--- src/rtl/pwm_fault_pkg.sv ---
package pwm_fault_pkg;
  localparam int unsigned N_FAULT = 6;
  localparam int unsigned REG_W   = 32;
  localparam int unsigned ADDR_W  = 2;
  localparam int unsigned POL_LSB = 0;
  localparam int unsigned MOD_LSB = 8;
  localparam int unsigned FIL_LSB = 16;

  typedef enum logic [ADDR_W-1:0] {
    ADDR_MODE = 2'd0,
    ADDR_STAT = 2'd1,
    ADDR_CLR  = 2'd2
  } addr_e;

  typedef struct packed {
    logic [N_FAULT-1:0] fil;
    logic [N_FAULT-1:0] mode;
    logic [N_FAULT-1:0] pol;
  } cfg_t;
endpackage

--- src/rtl/fault_sync.sv ---
module fault_sync #(
  parameter int unsigned STAGES = 2
) (
  input  logic clk_i,
  input  logic rst_ni,
  input  logic d_i,
  output logic q_o
);
  logic [STAGES-1:0] sr_q;

  always_ff @(posedge clk_i or negedge rst_ni) begin
    if (!rst_ni) sr_q <= '0;
    else         sr_q <= {sr_q[STAGES-2:0], d_i};
  end

  assign q_o = sr_q[STAGES-1];
endmodule

--- src/rtl/fault_filter.sv ---
module fault_filter #(
  parameter int unsigned FILT_LEN = 3
) (
  input  logic clk_i,
  input  logic rst_ni,
  input  logic d_i,
  output logic q_o
);
  localparam int unsigned CNT_W = $clog2(FILT_LEN);
  localparam logic [CNT_W-1:0] LAST = CNT_W'(FILT_LEN - 1);

  logic [CNT_W-1:0] cnt_q;
  logic             q_q;

  always_ff @(posedge clk_i or negedge rst_ni) begin
    if (!rst_ni) begin
      cnt_q <= '0;
      q_q   <= 1'b0;
    end else if (d_i == q_q) begin
      cnt_q <= '0;
    end else if (cnt_q == LAST) begin
      q_q   <= d_i;
      cnt_q <= '0;
    end else begin
      cnt_q <= cnt_q + 1'b1;
    end
  end

  assign q_o = q_q;

  // output moves only after the new level was seen on the last three samples
  assert_filter_hold_R3: assert property (@(posedge clk_i) disable iff (!rst_ni)
    !$stable(q_q) |-> ($past(d_i) == q_q && $past(d_i, 2) == q_q && $past(d_i, 3) == q_q));
endmodule

--- src/rtl/fault_flag.sv ---
module fault_flag (
  input  logic clk_i,
  input  logic rst_ni,
  input  logic det_i,
  input  logic latch_i,
  input  logic clr_i,
  output logic flag_o
);
  logic flag_q;

  always_ff @(posedge clk_i or negedge rst_ni) begin
    if (!rst_ni)      flag_q <= 1'b0;
    else if (latch_i) flag_q <= det_i | (flag_q & ~clr_i);
    else              flag_q <= det_i;
  end

  assign flag_o = flag_q;

  assert_fall_inactive_R4: assert property (@(posedge clk_i) disable iff (!rst_ni)
    $fell(flag_q) |-> !$past(det_i));

  assert_fall_needs_clear_R5: assert property (@(posedge clk_i) disable iff (!rst_ni)
    ($fell(flag_q) && $past(latch_i)) |-> $past(clr_i));

  assert_clear_while_active_R6: assert property (@(posedge clk_i) disable iff (!rst_ni)
    (latch_i && det_i && clr_i) |=> flag_q);
endmodule

--- src/rtl/pwm_fault_cond.sv ---
module pwm_fault_cond
  import pwm_fault_pkg::*;
#(
  parameter int unsigned SYNC_STAGES = 2,
  parameter int unsigned FILT_LEN    = 3
) (
  input  logic               clk_i,
  input  logic               rst_ni,
  input  logic [N_FAULT-1:0] fault_i,
  input  logic               wr_en_i,
  input  logic [ADDR_W-1:0]  addr_i,
  input  logic [REG_W-1:0]   wdata_i,
  output logic [REG_W-1:0]   rdata_o,
  input  logic               wp_sw_i,
  input  logic               wp_hw_i,
  output logic [N_FAULT-1:0] flag_o,
  output logic               fault_any_o
);
  cfg_t               cfg_q;
  logic               locked;
  logic               wr_mode;
  logic [N_FAULT-1:0] clr_vec;

  assign locked  = wp_sw_i | wp_hw_i;
  assign wr_mode = wr_en_i && (addr_e'(addr_i) == ADDR_MODE) && !locked;
  assign clr_vec = (wr_en_i && (addr_e'(addr_i) == ADDR_CLR)) ? wdata_i[N_FAULT-1:0] : '0;

  always_ff @(posedge clk_i or negedge rst_ni) begin
    if (!rst_ni) begin
      cfg_q <= '0;
    end else if (wr_mode) begin
      cfg_q.pol  <= wdata_i[POL_LSB +: N_FAULT];
      cfg_q.mode <= wdata_i[MOD_LSB +: N_FAULT];
      cfg_q.fil  <= wdata_i[FIL_LSB +: N_FAULT];
    end
  end

  for (genvar g = 0; g < N_FAULT; g++) begin : g_ch
    logic lvl, lvl_sync, lvl_filt, det;

    // polarity folded in ahead of the synchroniser so reset state reads inactive
    assign lvl = fault_i[g] ~^ cfg_q.pol[g];

    fault_sync #(.STAGES(SYNC_STAGES)) u_sync (
      .clk_i (clk_i), .rst_ni(rst_ni), .d_i(lvl), .q_o(lvl_sync)
    );

    fault_filter #(.FILT_LEN(FILT_LEN)) u_filt (
      .clk_i (clk_i), .rst_ni(rst_ni), .d_i(lvl_sync), .q_o(lvl_filt)
    );

    assign det = cfg_q.fil[g] ? lvl_filt : lvl_sync;

    fault_flag u_flag (
      .clk_i  (clk_i),
      .rst_ni (rst_ni),
      .det_i  (det),
      .latch_i(cfg_q.mode[g]),
      .clr_i  (clr_vec[g]),
      .flag_o (flag_o[g])
    );
  end

  always_comb begin
    rdata_o = '0;
    unique case (addr_e'(addr_i))
      ADDR_MODE: begin
        rdata_o[POL_LSB +: N_FAULT] = cfg_q.pol;
        rdata_o[MOD_LSB +: N_FAULT] = cfg_q.mode;
        rdata_o[FIL_LSB +: N_FAULT] = cfg_q.fil;
      end
      ADDR_STAT: rdata_o[N_FAULT-1:0] = flag_o;
      default:   rdata_o = '0;
    endcase
  end

  assign fault_any_o = |flag_o;

  assert_locked_write_R7: assert property (@(posedge clk_i) disable iff (!rst_ni)
    (wr_en_i && addr_e'(addr_i) == ADDR_MODE && locked) |=> $stable(cfg_q));

  assert_any_follows_R9: assert property (@(posedge clk_i) disable iff (!rst_ni)
    $rose(fault_any_o) |-> ($countones(flag_o) > 0 && !$past(|flag_o)));
endmodule

--- config.mk ---
export PLATFORM = sky130hd
export DESIGN_NAME = pwm_fault_cond
export DESIGN_NICKNAME = d
export VERILOG_FILES = /design/src/rtl/pwm_fault_pkg.sv /design/src/rtl/fault_sync.sv /design/src/rtl/fault_filter.sv /design/src/rtl/fault_flag.sv /design/src/rtl/pwm_fault_cond.sv
export SDC_FILE = /design/constraint.sdc
export NUM_CORES = 1
export LEC_CHECK = 0
export BUFFER_PORTS_ARGS = -buffer_cell sky130_fd_sc_hd__clkbuf_2
export CAP_MARGIN = 10
export CORE_AREA = 10 10 90 92
export CTS_CLUSTER_DIAMETER = 100
export DETAILED_ROUTE_END_ITERATION = 10
export DIE_AREA = 0 0 100 102
export PLACE_DENSITY = 0.67
export SLEW_MARGIN = 0
export SYNTH_ARGS = -nofsm -noshare
export SYNTH_HDL_FRONTEND = slang
export SYNTH_HIERARCHICAL = 1
export SYNTH_SLANG_ARGS = --single-unit
--- constraint.sdc ---
create_clock -name clk_i -period 0.94 [get_ports clk_i]
set_input_delay 0.094 -clock clk_i [delete_from_list [all_inputs] [get_ports clk_i]]
set_output_delay 0.094 -clock clk_i [all_outputs]
set_load 0.01 [all_outputs]
Word-level counts from Yosys, hierarchy flattened:

Index checks and enable logic that the tools add are counted.

* add/sub/neg operators: 6
* equal/unequal tests: 14
* muxes and demuxes: 28
* bitwise logic cells: 31
* reductions and logical operators: 12

Operators by type and width (number)
* 2-bit 2-to-1 mux: 12
* 6-bit 2-to-1 mux: 3
* 2-bit equality test (second input constant): 7
* 2-bit by 1-bit adder with 2-bit output (second input constant): 6
* 1-bit 2-to-1 mux: 12
* 1-bit inverter: 12
* 6-bit one-hot mux with 2 select lines: 1
* 2-bit AND reduction: 6
* 1-bit bitwise OR: 7
* 1-bit AND: 6
* 1-bit equality test: 6
* 6-bit OR reduction: 1
* 1-bit XNOR: 6
* 1-bit logical AND: 3
* 2-bit by 1-bit equality test with 1-bit output (second input constant): 1
* 2-bit zero test: 1
* 1-bit zero test: 1

* register bits after elaboration: 54
* input port bits: 45
* output and inout port bits: 39
* word-level logic and storage cells: 118

Depth between registers and ports, before layout:

* depth in word-level cells: 7
* mapped depth: 5
* depth with buffers taken out: 3

Modules after synthesis:

Netlist, hierarchy kept.

Modules (own cells, without submodules)
* pwm_fault_cond: times used 1, cells an instance 104, area an instance 1216.2 um^2, sequential area each 450.4 um^2
* fault_filter: times used 6, cells an instance 8, area an instance 125.1 um^2, sequential area each 75.1 um^2
* fault_sync: times used 6, cells an instance 2, area an instance 50.0 um^2, sequential area each 50.0 um^2
* fault_flag: times used 6, cells an instance 3, area an instance 36.3 um^2, sequential area each 25.0 um^2

Worst setup path before layout:

OpenSTA, ideal clock, no wires.

* path type: input to register
* start point: input addr_i[1]
* end point: register cfg_q[0] (netlist name)
* setup time: 0.125 ns
* arrival: 0.924 ns
* data required time: 0.815 ns
* slack: -0.109 ns
* stages on the path: 5
* buffers on the path: 2
* cells stage by stage: buf_6 -> nor2_8 -> nand3_4 -> buf_6 -> mux2_4

* word-level cells in the longest chain between the ends: 3

Ends and longest elaborated chain
* start, declared: line pwm_fault_cond.sv:11 `input logic [ADDR_W-1:0] addr_i,`
* 2-bit zero test: line pwm_fault_cond.sv:25 `assign wr_mode = wr_en_i && (addr_e'(addr_i) == ADDR_MODE) && !locked;`
* 1-bit logical AND (2 in series): line pwm_fault_cond.sv:25
* end, declared: line pwm_fault_cond.sv:19 `cfg_t cfg_q;`

No other way between the ends.
A chain may end at the register's enable or synchronous reset.

Final worst setup path:

* start point: register g_ch[5].u_flag.flag_q
* end point: output rdata_o[5]

* word-level cells in the longest chain between the ends: 1

Ends and longest elaborated chain
* start, declared: line fault_flag.sv:9 `logic flag_q;`
* start signal, assigned: line fault_flag.sv:13 `else if (latch_i) flag_q <= det_i | (flag_q & ~clr_i);`
* start signal, assigned: line fault_flag.sv:14 `else flag_q <= det_i;`
* 6-bit one-hot mux with 2 select lines: line pwm_fault_cond.sv:66 `unique case (addr_e'(addr_i))`
* end, declared: line pwm_fault_cond.sv:13 `output logic [REG_W-1:0] rdata_o,`

No other way between the ends.

==> flow_metrics.env <==
export IMPL_status="complete, but fails checks"
export IMPL_violations="setup timing"
export IMPL_num_rows=29
export IMPL_cp_arrival_ps=1280
export IMPL_worstPathRequired_ps=850
export IMPL_instances_no_fill=384
export IMPL_critical_path_class="reg2out"
export IMPL_fmax_ghz=0.729
export IMPL_hpwlAfterDp_microns=4150
export IMPL_vias=1737
export IMPL_syn_inst=182
export IMPL_setup_slack_ps=-432
export IMPL_ir_drop_mv=1.31
export IMPL_drt_total_wl_microns=6030
export IMPL_syn_avg_cell_area_sq_um=13.7
export IMPL_clk_path_buf_depth=2
export IMPL_antenna_found_initial=0
export IMPL_end_kind="output port"
export IMPL_grt_max_degree=33
export IMPL_grtUsageMet1_pct=13.2
export IMPL_hold_viol=0
export IMPL_yosysTopAreaCell="dfrtp_1"
export IMPL_grt_pass1_vias=1864
export IMPL_fin_crit_sh_pct=146
export IMPL_grt_usage_pct=11.3
export IMPL_report_final_slew_viol_count=0
export IMPL_min_period_ps=1370
export IMPL_antenna_cells=0
export IMPL_placedCellCount=341
export IMPL_max_cap_violations=0
export IMPL_grt_overflow_total=0
export IMPL_crit_slowest_cell="dfrtp_1"
export IMPL_final_antenna_net_count=0
export IMPL_clock_root_buffer="clkbuf_8"
export IMPL_synth_cell_types=20
export IMPL_clock_latency_ps=300
export IMPL_drc=0
export IMPL_dieArea_sq_mm=0.0102
export IMPL_design_area_sq_mm=0.00373
export IMPL_syn_to_final_growth_pct=49.9
export IMPL_cts_clk_slew_worst_paths_ps=90
export IMPL_dpl_cell_area_sq_mm=0.00302
export IMPL_syn_area_sq_mm=0.00248
export IMPL_numPortBuffers=55
export IMPL_htreeDepth=2
export IMPL_cts_made_buffers=5
export IMPL_tritoncts="done"
export IMPL_wire_per_inst_microns=15.7
export IMPL_clock_skew_ps=7.81
export IMPL_crit_chain="buf_4 > buf_6 > mux2i_1 > nor2_1 > clkbuf_2"
export IMPL_cp_max_fo=2
export IMPL_drive_above_1_share_pct=58.0
export IMPL_grt_pass1_wl_microns=9130
export IMPL_leakage_nw=1.86
export IMPL_place_gp_congestion=0.698
export IMPL_start_util_pct=39.6
export IMPL_yosys_top_cells_area="dfrtp_1, mux2_4, mux2_2, and2_1, buf_4"
export IMPL_viasPerCell=4.52
export IMPL_crit_family="flip-flops"
export IMPL_top_usage_layer="met2"
export IMPL_cts_sinks=54
export IMPL_chipWidth_microns=100
export IMPL_critical_path_max_stage_delay_ps=400
export IMPL_synth_warnings=6
export IMPL_pin_count=84
export IMPL_drt_first_pass_iters=4
export IMPL_grtUsageMet3_pct=5.13
export IMPL_min_path_type="in2reg"
export IMPL_seq_area_frac_synth_pct=54.4
export IMPL_cp_start_kind="register"
export IMPL_grt_util_met2_pct=18.7
export IMPL_synth_seq_cells=54
export IMPL_rsz0062_at_grt="true"
export IMPL_fp_coreArea_sq_mm=0.00628
export IMPL_yosysTopAreaCellShare_pct=54.4
export IMPL_critPathBufInv=3
export IMPL_final_nets=352
export IMPL_setup_viol=42
export IMPL_drtIter0Drc=65
export IMPL_place_ws_ps=-204
export IMPL_power_density_mw_per_mm2=2580
export IMPL_die_h_microns=102
export IMPL_whs_ps=18.0
## path summary, 6_finish.rpt
check	startpoint	endpoint	slack [ps]	cells past startpoint
max	g_ch[5].u_flag/flag_o$_DFF_PN0_	rdata_o[5]	-430	5
min	wdata_i[12]	cfg_q[10]$_DFFE_PN0P_	20	2
max reg2reg	cfg_q[15]$_DFFE_PN0P_	g_ch[3].u_flag/flag_o$_DFF_PN0_	-160	3
min reg2reg	g_ch[0].u_sync/sr_q[0]$_DFF_PN0_	g_ch[0].u_sync/sr_q[1]$_DFF_PN0_	350	0
max in group asynchronous	rst_ni	g_ch[4].u_filt/q_o$_DFFE_PN0P_	260	3
min in group asynchronous	rst_ni	cfg_q[6]$_DFFE_PN0P_	330	3
## placed cells by master, fill, tap and decap left out, types with 3 or more instances in the layout
| master | count |
|---|---|
| dfrtp_1 | 54 |
| clkbuf_2 | 39 |
| buf_6 | 37 |
| buf_4 | 31 |
| mux2_4 | 21 |
| conb_1 | 14 |
| and2_1 | 13 |
| mux2_2 | 9 |
| nor2_1 | 8 |
| dlygate4sd3_1 | 8 |
| xnor2_1 | 7 |
| mux2i_1 | 6 |
| clkbuf_8 | 6 |
| nor2b_4 | 6 |
| nand2_1 | 6 |
| and2_4 | 5 |
| nor3b_2 | 5 |
| nor3_1 | 5 |
| buf_2 | 5 |
| o21bai_1 | 4 |
| xnor2_4 | 3 |
## metrics by stage
stage               setup TNS (ps)  util, %  power (mW)
global route                 -8470     59.4        10.2
finish                       -6400     59.4        9.60
CTS                          -5930     54.8        8.66
floorplan                     -982        -        5.44
detailed placement           -3260     48.0        6.64
global placement             -2970     48.0        6.54
## timing repair
action,in CTS,in global routing
endpoints found under the setup margin,38,49
cloned,0,0
endpoints found under the hold margin,60,1
resized for setup,26,60
pin swaps,6,9
hold buffers,7,1
setup buffers,22,9
## cell families after synthesis
| group | after synthesis | synth area share [%] |
|---|---|---|
| flops | 54 | 54.4 |
| simple gates | 55 | 15.3 |
| mux | 36 | 18.4 |
| xor+xnor | 12 | 4.23 |
| other cells | 1 | 0.151 |
| buf+inv | 18 | 5.74 |
| compound gates | 6 | 1.81 |
## Yosys cell counts
cell and instances:
o21bai_1 6, mux2_4 16, dfrtp_1 54, mux2i_1 6, nor4_1 1, nor3_1 6
mux2_2 14, clkbuf_1 1, nand2_1 7, conb_1 1, nand3_4 1, nor2b_4 6
and3b_1 1, nor3b_1 6, and2_1 18, nor2_1 8, buf_4 14, xnor2_1 12
nor2_8 1, buf_6 3
## layer usage
| layer | up-vias | routed length (microns) |
|---|---|---|
| met3 | 9 | 429 |
| met5 | - | 0 |
| met1 | 847 | 2470 |
| met2 | 52 | 3040 |
| met4 | 0 | 94 |
| li1 | 829 | - |
## worst reg2reg max path: stages (launching register included)
cell	delay, ps
dfrtp_1	410
buf_6	130
mux2_4	290
o21bai_4	170
## flip-flops by register name, indices dropped and copies added, names as in the netlist
register	flops
cfg_q	18
g_ch.u_filt/cnt_q	12
g_ch.u_sync/sr_q	12
g_ch.u_filt/q_o	6
g_ch.u_flag/flag_o	6
## layout make-up
type | count | area, sq um
tap | 77 | 96.3
timing repair buffer | 123 | 998
multi-input combinational | 123 | 1200
sequential | 54 | 1350
fill | 524 | 2550
clock buffer | 7 | 76.3
## where the power goes
group	leakage [nW]	total, mW	switching [mW]	internal, mW
clock	0.0383	1.21	0.698	0.515
sequential	0.656	3.78	0.649	3.13
combinational	1.17	4.60	1.53	3.08
total	1.86	9.60	2.87	6.72
(Power assumes the default switching activity.)
